--- config.mk ---
export PLATFORM = sky130hd
export DESIGN_NAME = card_irq_ctrl
export DESIGN_NICKNAME = d
export VERILOG_FILES = /design/src/rtl/card_irq_pkg.sv /design/src/rtl/card_sync.sv /design/src/rtl/card_flag_bank.sv /design/src/rtl/card_irq_route.sv /design/src/rtl/card_irq_ctrl.sv
export SDC_FILE = /design/constraint.sdc
export NUM_CORES = 1
export LEC_CHECK = 0
export ABC_AREA = 1
export ABC_CLOCK_PERIOD_IN_PS = 1900
export BUFFER_PORTS_ARGS = -buffer_cell sky130_fd_sc_hd__buf_2
export CAP_MARGIN = 25
export CORE_MARGIN = 3
export CORE_UTILIZATION = 40
export DETAILED_ROUTE_END_ITERATION = 10
export PLACE_DENSITY = 0.66
export SLEW_MARGIN = 20
export SYNTH_ARGS = -nofsm -noshare
export SYNTH_HDL_FRONTEND = slang
export SYNTH_HIERARCHICAL = 1
export SYNTH_SLANG_ARGS = --single-unit
--- constraint.sdc ---
create_clock -name clk -period 1.9 [get_ports clk]
set_clock_uncertainty 0.1 [all_clocks]
set_input_delay 0.19 -clock clk [delete_from_list [all_inputs] [get_ports clk]]
set_output_delay 0.19 -clock clk [all_outputs]
set_load 0.005 [all_outputs]
--- src/rtl/card_irq_pkg.sv ---
// Package: shared widths, control-register layout and status bit positions
// for the card socket interrupt controller.
package card_irq_pkg;
    localparam int REG_W     = 16;  // host register width
    localparam int NUM_CHG   = 6;   // change sources: cd, pin3..pin0, timeout
    localparam int NUM_FLAG  = NUM_CHG + 1;  // plus the card I/O interrupt
    localparam int LIVE_W    = 8;   // live status byte
    localparam int NUM_IRQ   = 2;   // host interrupt outputs
    localparam int PIN_W     = 4;   // shared mode-dependent pins
    localparam int RDY_LIVE  = 3;   // live index of the ready/request pin

    // Control register, packed LSB last: bit 0 io_mode ... bits 9..4 chg_en
    typedef struct packed {
        logic [NUM_CHG-1:0] chg_en;    // [5]=cd [4..1]=pin3..pin0 [0]=timeout
        logic               io_en;     // card I/O interrupt enable
        logic               io_route;  // I/O summary output select
        logic               sc_route;  // status-change summary output select
        logic               io_mode;   // 0 memory-only, 1 memory plus I/O
    } ctrl_t;

    localparam int CTRL_W = $bits(ctrl_t);
endpackage

--- src/rtl/card_sync.sv ---
// Module: card_sync
// Brings WIDTH asynchronous lines into the clock domain through STAGES
// flops and reports, per line, the synchronised level and a one-cycle toggle
// strobe. Assumes STAGES >= 2 and that inputs are held low during reset.
module card_sync #(
    parameter int WIDTH  = 8,
    parameter int STAGES = 2
) (
    input  logic             clk,
    input  logic             rst_n,
    input  logic [WIDTH-1:0] async_i,
    output logic [WIDTH-1:0] level_o,
    output logic [WIDTH-1:0] toggle_o
);
    logic [WIDTH-1:0] pipe_q [STAGES];
    logic [WIDTH-1:0] prev_q;

    // Synchroniser chain plus one history stage for edge detection.
    always_ff @(posedge clk) begin
        if (!rst_n) begin
            for (int i = 0; i < STAGES; i++) pipe_q[i] <= '0;
            prev_q <= '0;
        end else begin
            pipe_q[0] <= async_i;
            for (int i = 1; i < STAGES; i++) pipe_q[i] <= pipe_q[i-1];
            prev_q <= pipe_q[STAGES-1];
        end
    end

    // Level and toggle outputs from the last stage.
    always_comb begin
        level_o  = pipe_q[STAGES-1];
        toggle_o = pipe_q[STAGES-1] ^ prev_q;
    end
endmodule

--- src/rtl/card_flag_bank.sv ---
// Module: card_flag_bank
// WIDTH sticky pending flags. A set strobe raises a flag, a clear strobe
// lowers it, and set wins when both hit one flag in the same cycle.
// Assumes set_i and clr_i are single-cycle, synchronous strobes.
module card_flag_bank #(
    parameter int WIDTH = 7
) (
    input  logic             clk,
    input  logic             rst_n,
    input  logic [WIDTH-1:0] set_i,
    input  logic [WIDTH-1:0] clr_i,
    output logic [WIDTH-1:0] flags_o
);
    genvar g;
    generate
        for (g = 0; g < WIDTH; g++) begin : g_flag
            // One sticky flag: set has priority over clear.
            always_ff @(posedge clk) begin
                if (!rst_n)         flags_o[g] <= 1'b0;
                else if (set_i[g])  flags_o[g] <= 1'b1;
                else if (clr_i[g])  flags_o[g] <= 1'b0;
            end
        end
    endgenerate

    AST_SET_WINS: assert property (@(posedge clk) disable iff (!rst_n)
        (set_i != '0) |=> ((flags_o & $past(set_i)) == $past(set_i)));
    AST_W1C_CLEARS: assert property (@(posedge clk) disable iff (!rst_n)
        ((clr_i & ~set_i) != '0) |=> ((flags_o & $past(clr_i & ~set_i)) == '0));
    AST_NO_SPONTANEOUS_SET: assert property (@(posedge clk) disable iff (!rst_n)
        ((flags_o & ~$past(flags_o) & ~$past(set_i)) == '0));
endmodule

--- src/rtl/card_irq_route.sv ---
// Module: card_irq_route
// Steers the status-change and I/O summaries onto NUM_OUT host lines, each
// summary by its own select. Assumes NUM_OUT is 2 (one-bit selects).
module card_irq_route #(
    parameter int NUM_OUT = 2
) (
    input  logic               clk,
    input  logic               rst_n,
    input  logic               sc_sum_i,
    input  logic               io_sum_i,
    input  logic               sc_route_i,
    input  logic               io_route_i,
    output logic [NUM_OUT-1:0] irq_o
);
    genvar k;
    generate
        for (k = 0; k < NUM_OUT; k++) begin : g_line
            localparam logic SEL = (k != 0);
            // Line k is high when any summary routed to it is active.
            always_comb begin
                irq_o[k] = (sc_sum_i && (sc_route_i == SEL)) ||
                           (io_sum_i && (io_route_i == SEL));
            end
        end
    endgenerate

    AST_SC_ONE_LINE: assert property (@(posedge clk) disable iff (!rst_n)
        (sc_sum_i && !io_sum_i) |-> ($countones(irq_o) == 1));
    AST_IDLE_QUIET: assert property (@(posedge clk) disable iff (!rst_n)
        (!sc_sum_i && !io_sum_i) |-> (irq_o == '0));
endmodule

--- src/rtl/card_irq_ctrl.sv ---
// Module: card_irq_ctrl (top)
// Per-socket status-change interrupt controller. It synchronises the card
// lines, detects enabled changes, holds sticky flags that software clears
// by writing ones, forms the two summaries and routes them to the host lines.
// Assumes a one-cycle host write strobe and a combinational read port.
module card_irq_ctrl
    import card_irq_pkg::*;
(
    input  logic               clk,
    input  logic               rst_n,
    input  logic [1:0]         card_det_i,
    input  logic [PIN_W-1:0]   card_pin_i,
    input  logic               card_wait_i,
    input  logic               card_pwr_i,
    input  logic               acc_timeout_i,
    input  logic               host_addr,
    input  logic               host_wr,
    input  logic [REG_W-1:0]   host_wdata,
    output logic [REG_W-1:0]   host_rdata,
    output logic [NUM_IRQ-1:0] irq_o
);
    ctrl_t               ctrl_q;
    logic [LIVE_W-1:0]   live;
    logic [LIVE_W-1:0]   tog;
    logic [NUM_FLAG-1:0] set_v;
    logic [NUM_FLAG-1:0] clr_v;
    logic [NUM_FLAG-1:0] flags;
    logic [NUM_CHG-1:0]  chg_set;
    logic                io_set;
    logic                sc_sum;
    logic                io_sum;
    logic                io_vis;
    logic                unused_wbit;

    assign unused_wbit = host_wdata[14];

    card_sync #(.WIDTH(LIVE_W), .STAGES(2)) u_sync (
        .clk      (clk),
        .rst_n    (rst_n),
        .async_i  ({card_det_i, card_pin_i, card_wait_i, card_pwr_i}),
        .level_o  (live),
        .toggle_o (tog)
    );

    // Control register write.
    always_ff @(posedge clk) begin
        if (!rst_n)                   ctrl_q <= '0;
        else if (host_wr && !host_addr) ctrl_q <= ctrl_t'(host_wdata[CTRL_W-1:0]);
    end

    // Set and clear strobes for the flag bank.
    always_comb begin
        chg_set[5]   = (|tog[7:6]) && ctrl_q.chg_en[5];
        chg_set[4:1] = tog[5:2] & ctrl_q.chg_en[4:1] & {PIN_W{~ctrl_q.io_mode}};
        chg_set[0]   = acc_timeout_i && ctrl_q.chg_en[0];
        io_set       = ctrl_q.io_mode && ctrl_q.io_en &&
                       tog[RDY_LIVE] && !live[RDY_LIVE];
        set_v        = {io_set, chg_set};
        clr_v        = (host_wr && host_addr) ?
                       {host_wdata[15], host_wdata[13:8]} : '0;
    end

    card_flag_bank #(.WIDTH(NUM_FLAG)) u_flags (
        .clk     (clk),
        .rst_n   (rst_n),
        .set_i   (set_v),
        .clr_i   (clr_v),
        .flags_o (flags)
    );

    // Summaries and the mode-masked I/O bit.
    always_comb begin
        sc_sum = |(flags[NUM_CHG-1:0] & ctrl_q.chg_en);
        io_vis = flags[NUM_CHG] && ctrl_q.io_mode;
        io_sum = io_vis && ctrl_q.io_en;
    end

    card_irq_route #(.NUM_OUT(NUM_IRQ)) u_route (
        .clk        (clk),
        .rst_n      (rst_n),
        .sc_sum_i   (sc_sum),
        .io_sum_i   (io_sum),
        .sc_route_i (ctrl_q.sc_route),
        .io_route_i (ctrl_q.io_route),
        .irq_o      (irq_o)
    );

    // Read mux of the two host registers.
    always_comb begin
        if (host_addr) host_rdata = {io_vis, sc_sum, flags[NUM_CHG-1:0], live};
        else           host_rdata = {{(REG_W-CTRL_W){1'b0}}, ctrl_q};
    end

    AST_MEM_MODE_NO_IO: assert property (@(posedge clk) disable iff (!rst_n)
        (!ctrl_q.io_mode) |=> !$rose(flags[NUM_CHG]));
    AST_IO_MODE_PINS_QUIET: assert property (@(posedge clk) disable iff (!rst_n)
        (ctrl_q.io_mode && !host_wr) |=> ((flags[4:1] & ~$past(flags[4:1])) == '0));
endmodule

After elaboration in Yosys (flattened, before gate mapping)
Memory sizes are Yosys's and may differ from the RTL's.
Cells that the tools add are included.

cells by class
  bitwise operators = 9
  multipliers = 0
  reductions and logical operators = 26
  add/subtract/negate cells = 0
  divide/modulo/power cells = 0
  equality and inequality tests = 0
  multiplexer cells = 20
  order comparisons = 0
  shifts and indexed selects = 0

operators with widths
  cell                number
  two-way mux 1 bit   16
  two-way mux 16 bit  1
  two-way mux 8 bit   2
  nonzero test 2 bit  7
  logical AND 1 bit   13
  AND 4 bit           2
  bitwise XOR 8 bit   1
  two-way mux 7 bit   1
  AND 6 bit           1
  OR reduction 6 bit  1
  inverter 1 bit      3
  logical NOT 1 bit   2
  logical OR 1 bit    2
  OR 1 bit            2
  OR reduction 2 bit  1

word-level totals
  output and inout bits = 18
  input port bits = 29
  ROM bits = 0
  latch bits = 0
  logic and storage cells = 69
  bits in writable memories = 16
  memories kept = 1
  flip-flop bits (word level) = 25

memory list
  memory         depth  width  read ports  clocked after memory_dff  write ports  line             source
  u_sync.pipe_q  2      8      2           0                         2            card_sync.sv:15  logic [WIDTH-1:0] pipe_q [STAGES];

Logic depth before layout (Yosys ltp)
Gate-level depths: netlist (run 1).

  depth after elaboration = 4
  depth in mapped cells = 7
  mapped depth without buffers = 7

Cells and area by module
Netlist (run 1), hierarchy kept.

by module, submodules not included
  module          area each (µm²)  sequential area each (µm²)  times used  cells an instance
  card_sync       893.4            480.5                       1           122
  card_irq_ctrl   671.9            200.2                       1           121
  card_flag_bank  284.0            140.1                       1           36
  card_irq_route  30.0             0.0                         1           8

Worst setup path before layout (run 1)
Ideal clock, no wire load.

  path type = reg-to-output
  start point = reg ctrl_q[0] (netlist name)
  end point = out irq_o[0]
  data arrival time = 803 ps
  required time = 1610 ps
  cell stages (with the launch flop) = 5
  buffers on the path = 0
  path slack = 807 ps
  cell sequence = dfxtp_1 -> inv_1 -> nor3_1 -> nand2_1 -> nand2_1

between the ends
  cells in the longest elaborated chain, start to end = 4

RTL lines
  what                    line                  source
  from (decl)             card_irq_ctrl.sv:22   ctrl_t ctrl_q;
  from (signal assigned)  card_irq_ctrl.sv:48   else if (host_wr && !host_addr) ctrl_q <= ctrl_t'(host_wdata[CTRL_W-1:0]);
  logical AND 1 bit       card_irq_ctrl.sv:74   io_vis = flags[NUM_CHG] && ctrl_q.io_mode;
  logical AND 1 bit       card_irq_ctrl.sv:75   io_sum = io_vis && ctrl_q.io_en;
  net io_sum              card_irq_ctrl.sv:31   logic io_sum;
  logical AND 1 bit       card_irq_route.sv:22  (io_sum_i && (io_route_i == SEL));
  logical OR 1 bit        card_irq_route.sv:21  irq_o[k] = (sc_sum_i && (sc_route_i == SEL)) ||
  to (decl)               card_irq_ctrl.sv:20   output logic [NUM_IRQ-1:0] irq_o

The timed path passes the listed nets, and every way through them passes these cells.

Worst setup path in the final report (run 1)
Same ends and word-level chain as after synthesis.

==> metrics list, run 1 <==
- Total power after layout: roughly 1800 uW
- Setup TNS: 0 ns
* Average wire length per cell after detail routing: just over 9 um
- Routed Wire Length: 3366 um
- Kind of path behind the tightest hold check: input pin to flop
* Number of detailed-routing iterations run before antenna repair: 4
- Final count of hold timing violations: 0
* Count of pins over their slew limit: 0
- Maximum vdd ir drop: roughly 0.00054 V
- Count of instances resized after the clock tree is built: 0
- In this run the count of I/O pins placed on the die edge is between 40 and 50.
* Max Fclk: approximately 600 MHz
* Final setup violation count: 0
- For the worst setup path, the data required time is around 1.6 ns.
- After floorplanning, the core was divided into 23 placement rows.
* Max-cap violations: 0
* Synth warn: 6
- The number of nets in the synthesized netlist is 300.
- Rel. slew slack: a little over three fifths
- The floorplan step set the die width to between 70 and 80 um.
* Port bufs: 45
- Clock slew seen by the registers of the worst setup and hold paths: about 0.070 ns
- 0 antenna diodes ended up in the layout.
* Wire length of the first global-routing pass: 5796 um
* Shortest period the worst path allows: 1.639 ns
- Entering global routing, the biggest net connects 34 pins.
- Count of vias placed by the detailed router: between 1500 and 2000
- TritonCTS clock tree: yes
- Synthesis produced 271 cells.
- Gr ovfl total: 0
- Slowest CP cell: dfxtp_1
* Arrival time at the worst endpoint: ~1.4 ns
* Post-route DRC violation count: 0
- In this run the most critical hold path is launched from host_wdata[1].
* Launching instance or port of the critical path: ctrl_q[0]$_SDFFE_PN0P_
* Routed Antenna Nets: 0
- The later pin in the worst-skew pair is clocked with a latency of approximately 0.28 ns.
- Deepest clock path buffer count: 2
- Busiest layer in global routing: met2
* Iteration-0 DRC Markers: 77
- CTS built an H-tree with a depth of 2.
* Layout Area Growth over Synthesis: 22.20%
- Transition time at the pin with the least slew margin: about 0.56 ns
- Type of element capturing the critical path: primary output
- For this design the static power due to leakage is 0.001228 uW.
* Clock Tree Root: clkbuf_8
- Once layout is complete, the cells apart from fillers number 369.
- Each instance of the synthesized netlist takes up on average about 6.6 um^2.
* Ratio of final minimum period to clock period: between 80 and 90%
- Most used cell, CP: nand2_1
- The total area inside the core boundary comes to between 4000 and 5000 um^2.
- For this design the ratio of total power to cell area is roughly 850 nW/um^2.
* Detailed-route vias per instance: between 4 and 5
- Across every metal layer, demand over resource in global routing totals 14.01%.
- The signal on the critical path passes through inv_1 > nor3_1 > nand2_1 > nand2_1 > buf_2.
* Outcome: finished, final reports clean
- Total half-perimeter wirelength after legalization and detailed placement: approximately 2400 um
- For met3 alone, demand over resource in global routing was 4.270%.
* Routability congestion estimate: approximately 0.82
- Counting cells, the worst reg-to-reg path comes to 4.
* M2 GR Usage: between 20% and 30%
- From bottom edge to top edge, the die measures about 73 um.
- Share of cells above drive strength 1: 19.44%
- The number of global-route vias before repair is around 1400.
- Clk sinks: 39
- Crit start category: flop
* Initial core utilization: between 40% and 50%
- The die covers around 5300 um^2.
* Post-synthesis instance area: between 1500 and 2000 um^2
* Setup repair after global routing missed its margin: false
- Worst Path Max Fanout: 5
- For this run, the post-layout net count is approximately 350.
- Classification of the worst setup path: flop to primary output
* CTS buffer count: 5
- Antenna violations before repair: 0
* Number of cells traversed by the worst hold path: 3
- The largest single stage delay on the critical path is 0.39 ns.
* Launch point of the worst reg-to-reg path: ctrl_q[0]$_SDFFE_PN0P_
- Global routing consumed, on the met1 layer, ~15% of the routing resources.
- Including well taps, the total number of placed cells is 353.
[where the power goes]
group	internal (uW)	switching, uW	total [uW]
registers	855	22.5	877
logic	75.5	94.2	170
clock network	525	274	799
[through the flow]
| stage | hold slack, ns | setup WS [ns] | area [um^2] | util [%] |
|---|---|---|---|---|
| 6_report | 0.03469 | 0.2611 | 2183 | 52.69 |
| 5_1_grt | 0.05322 | 0.1286 | 2183 | 52.69 |
| 4_1_cts | 0.02253 | 0.2563 | 2183 | 52.69 |
| 3_5_place_dp | 0.2734 | 0.5474 | 1971 | 47.55 |
| 3_3_place_gp | 0.2699 | 0.5601 | 1971 | 47.55 |
| 2_1_floorplan | 0.1876 | 0.8066 | 1787 | - |
[state kept, by name (all words and copies together), names as in the netlist]
| name | cells |
|---|---|
| ctrl_q | 10 |
| u_flags/flags_o | 7 |
| u_sync/pipe_q | 16 |
| u_sync/prev_q | 6 |
[cell usage in the layout, fill, tap and decap left out]
cell,instances
dfxtp_1,39
o21ai_0,14
inv_2,2
clkbuf_8,5
clkbuf_1,1
o21ai_1,3
nor4_1,1
nor3_1,3
bufinv_16,2
a21oi_1,8
nand2_1,88
dlygate4sd3_1,8
a21oi_2,7
inv_1,73
buf_2,45
nor2_1,19
nand2_4,1
[critical path, delay by kind of cell, from the launching register on]
| family | cells | cell delay [ns] |
|---|---|---|
| and+or+nand+nor | 3 | 0.44 |
| DFF | 1 | 0.39 |
| buffers and inverters | 2 | 0.22 |
[per-layer routing]
layer	part of all wire (%)	vias to the layer above
li1	-	858
met4	0.92	0
met3	5.5	4
met2	48	28
met5	0	-
met1	45	634
[path summary, 6_finish.rpt]
kind / endpoint / slack, ns
min reg2reg: u_sync/pipe_q[0][9]$_SDFF_PN0_ / 0.31
max reg2reg: u_flags/flags_o[6]$_SDFFE_PN0P_ / 0.71
min: ctrl_q[1]$_SDFFE_PN0P_ / 0.03
max: irq_o[0] / 0.26
[what timing repair did]
item | CTS | global route
hold buffers | 8 | 0
setup endpoints to repair | 0 | 0
setup buffers | 0 | 0
endpoints found under the hold margin | 8 | 0
[layout make-up]
| type | count | area, um^2 |
|---|---|---|
| fillers | 432 | 1961 |
| flip-flops and latches | 39 | 780.7 |
| multi-input cells | 144 | 620.6 |
| repair buffers | 53 | 305.3 |
| inverters | 75 | 281.5 |
| clock buffers | 6 | 72.57 |
| well taps | 50 | 62.56 |
| clock inverters | 2 | 60.06 |
Note: power is estimated with default switching activity, not from simulation.
==> inputs of run 2 (changes only) <==
Settings changed: CORE_ASPECT_RATIO set to 1.25, PLACE_DENSITY 0.66 to 0.67, SYNTH_HIERARCHICAL 1 to unset.
==> metrics list, run 2 <==
* Layout Area Growth over Synthesis: 25.08%
* Minimum hold slack: 0.04249 ns (+0.007801 ns)
- The final number of hold-violating endpoints was 0 (unchanged).
- The final HPWL from detailed placement was 2329 um (-4.3%).
* Full die area: 4818 um^2 (-9.2%)
* Iteration-0 DRC Markers: 95 (+23%)
* Number of top-level pins: 47 (unchanged)
- Clk sinks: 39 (unchanged)
* Transition time at the pin with the least slew margin: 0.4399 ns (-0.1200 ns)
- The horizontal die dimension came to 62.69 um (-14%).
- Share of cells above drive strength 1: 20.36% (+0.92 points)
* Insertion delay of the later-clocked pin in the worst-skew pair: 0.28 ns (about the same)
- The placement row count came to 25 (+8.7%).
* Antenna violations before repair: 0 (unchanged)
- The longest individual stage delay on the worst path is 0.34 ns (-0.05 ns).
* Deepest clock path buffer count: 2 (unchanged)
- Wire length of the first global-routing pass: 5464 um (-5.7%)
* Routed Wire Length: 3230 um (-4.0%)
- The max-capacitance violation count came to 0 (unchanged).
- Main area contributors after synthesis: dfxtp_1, nand2_1, inv_1, o21ai_0, a21oi_1
- The cell area power density is 774.7 nW/um^2 (-8.4%).
* Routability congestion estimate: 0.8013 (-2.6%)
- Critical path buffers and inverters: 1 (-1)
- Detailed-route vias per instance: 4.266 (+3.3%)
- The post-cts sizing count came to 0 (unchanged).
- Routed Antenna Nets: 0 (unchanged)
* Leakage: 0.001138 uW (-7.3%)
- The required time at the endpoint of the critical path was 1.61 ns (about the same).
* Die height: 76.86 um (+5.5%)
* Largest area contributor in the synthesized netlist: dfxtp_1
* Diodes inserted: 0 (unchanged)
- The sum of negative setup slack is 0 ns (unchanged).
- The met2 routed wirelength is 1586 um (-2.6%).
* Most used cell, CP: nand2_1
- Synth top area share: 48.60%
* Slowest CP cell: dfxtp_1
- Number of fillers in the final layout: 410 (-5.1%)
- Maximum vdd ir drop: 0.0005086 V (-5.9%)
- M1 WL: 1443 um (-5.1%)
- The total DRC errors in the routed layout is 0 (unchanged).
* Count of pins over their slew limit: 0 (unchanged)
- Port bufs: 45 (unchanged)
- Ratio of final minimum period to clock period: 77.81% (-8.4 points)
* Rel. slew slack: 70.68% (+8.0 points)
- Sequential element share of the synthesized area: slightly below 50%
- Synthesized Nets: 254 (-15%)
- By instance count, the leading cell after synthesis is nand2_1.
* Number of placed cells counting well taps: 318 (-9.9%)
* Maximum number of pins on one net before global-route repair: 25 (-26%)
- The arrival time of data at the critical path endpoint is 1.19 ns (-0.16 ns).
* Synth warn: 0 (-6)
- Commonest non-fill, non-tap cell in the layout: nand2_1
- Share of synthesized registers carrying an async set or reset: 0%
* Vias in the first global route: 1310 (-8.9%)
- The root buffer cell chosen for the clock tree is clkbuf_8.
- Crit start category: flop
* Number of detailed-routing iterations run before antenna repair: 4 (unchanged)
- The number of setup violations in the final report is 0 (unchanged).
- Shortest period the worst path allows: 1.478 ns (-0.1605 ns)
* NumNets Final: 308 (-11%)
- Finished Layout Cells: 334 (-9.5%)
- Classification of the worst setup path: flop to primary output
* Count of vias placed by the detailed router: 1425 (-6.5%)
- Walking the worst path, the cells encountered are nand2_1 > nand2_1 > nor2_1 > nand2_1 > nand2_1 > nand2_1 > buf_2.
- Number of distinct standard cells referenced by the synthesized netlist: 14
* Type of element capturing the critical path: primary output
* Average size of a mapped cell: 7.140 um^2 (+8.3%)
* Final critical-path setup slack: 0.4216 ns (+0.1605 ns)
* TritonCTS clock tree: yes
- Kind of path behind the tightest hold check: input pin to flop
- The number of clock buffers inserted by TritonCTS was 5 (unchanged).
- Among all flip-flop cells after synthesis, the most frequent one is dfxtp_1.
* Most flops, register: u_sync.pipe_q
- The maximum clock frequency was 676.4 MHz (+11%).
* Clock slew seen by the registers of the worst setup and hold paths: 0.07 ns (about the same)
- The kind of cell with the highest combined delay along the critical path is simple AND/OR/NAND/NOR gates.
- The post-synthesis instance total came to 225 (-17%).
* Number of buffers inserted by hold repair at cts: 8 (unchanged)
- The synthesized design contains 39 register bits.
* Post CTS Setup Buffer Count: 0 (unchanged)
- The overflow left after global routing is 0 (unchanged).
* Biggest registers after layout: u_sync.pipe_q x16, ctrl_q x10, u_flags.flags_o x7
- Flip-flop count of the largest register, all copies and words added: 16 (unchanged)
- The peak fanout along the critical path is 3 (-2).
* Core region area: 3816 um^2 (-7.9%)
* Top sig layer: met4
* Setup repair after global routing missed its margin: false
- In this run, synthesis inferred 0 flip-flops with an integrated enable.
* Most frequent cells after synthesis: nand2_1, inv_1, dfxtp_1
- Worst-case setup slack after placement: 0.6749 ns (+0.1276 ns)
* Average wire length per cell after detail routing: 9.671 um (+6.0%)
- The initial cell density of the core came to 42.10% (-1.0 points).
- GRT Util Overall: 14.38% (+0.37 points)
* H-tree levels: 2 (unchanged)
- Commonest cells after routing, fill and taps aside: nand2_1, buf_2, inv_1, dfxtp_1, o21ai_0
- The run finished with clean final reports.
- The met3 routed wirelength is 153 um (-17%).
* Post-synthesis instance area: 1607 um^2 (-10%)
run 2: final timing paths:
| kind | from | endpoint | slack (ns) | cells past startpoint |
|---|---|---|---|---|
| max | u_flags.flags_o[2]$_SDFFE_PN0P_ | irq_o[1] | 0.42 | 7 |
| max reg2reg | ctrl_q[0]$_SDFFE_PN0P_ | u_flags.flags_o[6]$_SDFFE_PN0P_ | 0.90 | 4 |
| min | host_wdata[4] | ctrl_q[4]$_SDFFE_PN0P_ | 0.04 | 3 |
| min reg2reg | u_sync.pipe_q[0][0]$_SDFF_PN0_ | u_sync.pipe_q[0][8]$_SDFF_PN0_ | 0.31 | 2 |
run 2: cells by family after synthesis:
kind of cell | after synthesis | share of synthesized area (%)
buffers and inverters | 52 | 14.41
AOI/OAI and AO/OA | 35 | 11.37
DFF | 39 | 48.60
xor gates and xnor gates | 4 | 2.180
and+or+nand+nor | 95 | 23.44
run 2: worst register-to-register path, cell delays in order (launching register included):
cell and delay [ns]:
dfxtp_1 0.46, nand2_1 0.08, inv_1 0.09, nand3_1 0.08, a21oi_1 0.13
run 2: per-layer routing:
layer	vias up	track usage, %
li1	776	-
met3	2	4.978
met5	-	0
met1	609	15.54
met4	0	5.960
met2	38	25.29
run 2: area by class of cell:
cell class | instances | area (um^2) | area share, %
sequential | 39 | 780.7 | 38.85
tap | 54 | 67.56 | 3.362
inverter | 44 | 165.2 | 8.219
clock inverter | 1 | 5.005 | 0.2491
timing repair buffer | 55 | 320.3 | 15.94
multi-input combinational | 134 | 594.3 | 29.58
clock buffer | 7 | 76.32 | 3.798
run 2: through the flow:
| stage | instance area [um^2] | power, uW | utilization, % |
|---|---|---|---|
| 4_1_cts | 2009 | 1579 | 52.66 |
| 3_3_place_gp | 1848 | 1045 | 48.43 |
| 2_1_floorplan | 1607 | 988.6 | - |
| 6_report | 2009 | 1557 | 52.66 |
| 5_1_grt | 2009 | 1633 | 52.66 |
| 3_5_place_dp | 1848 | 1048 | 48.43 |
run 2: power by group:
part           total [uW]  internal [uW]  switching [uW]
clock network         517            257             259
registers             877            855            21.7
logic                 164           74.7            88.9
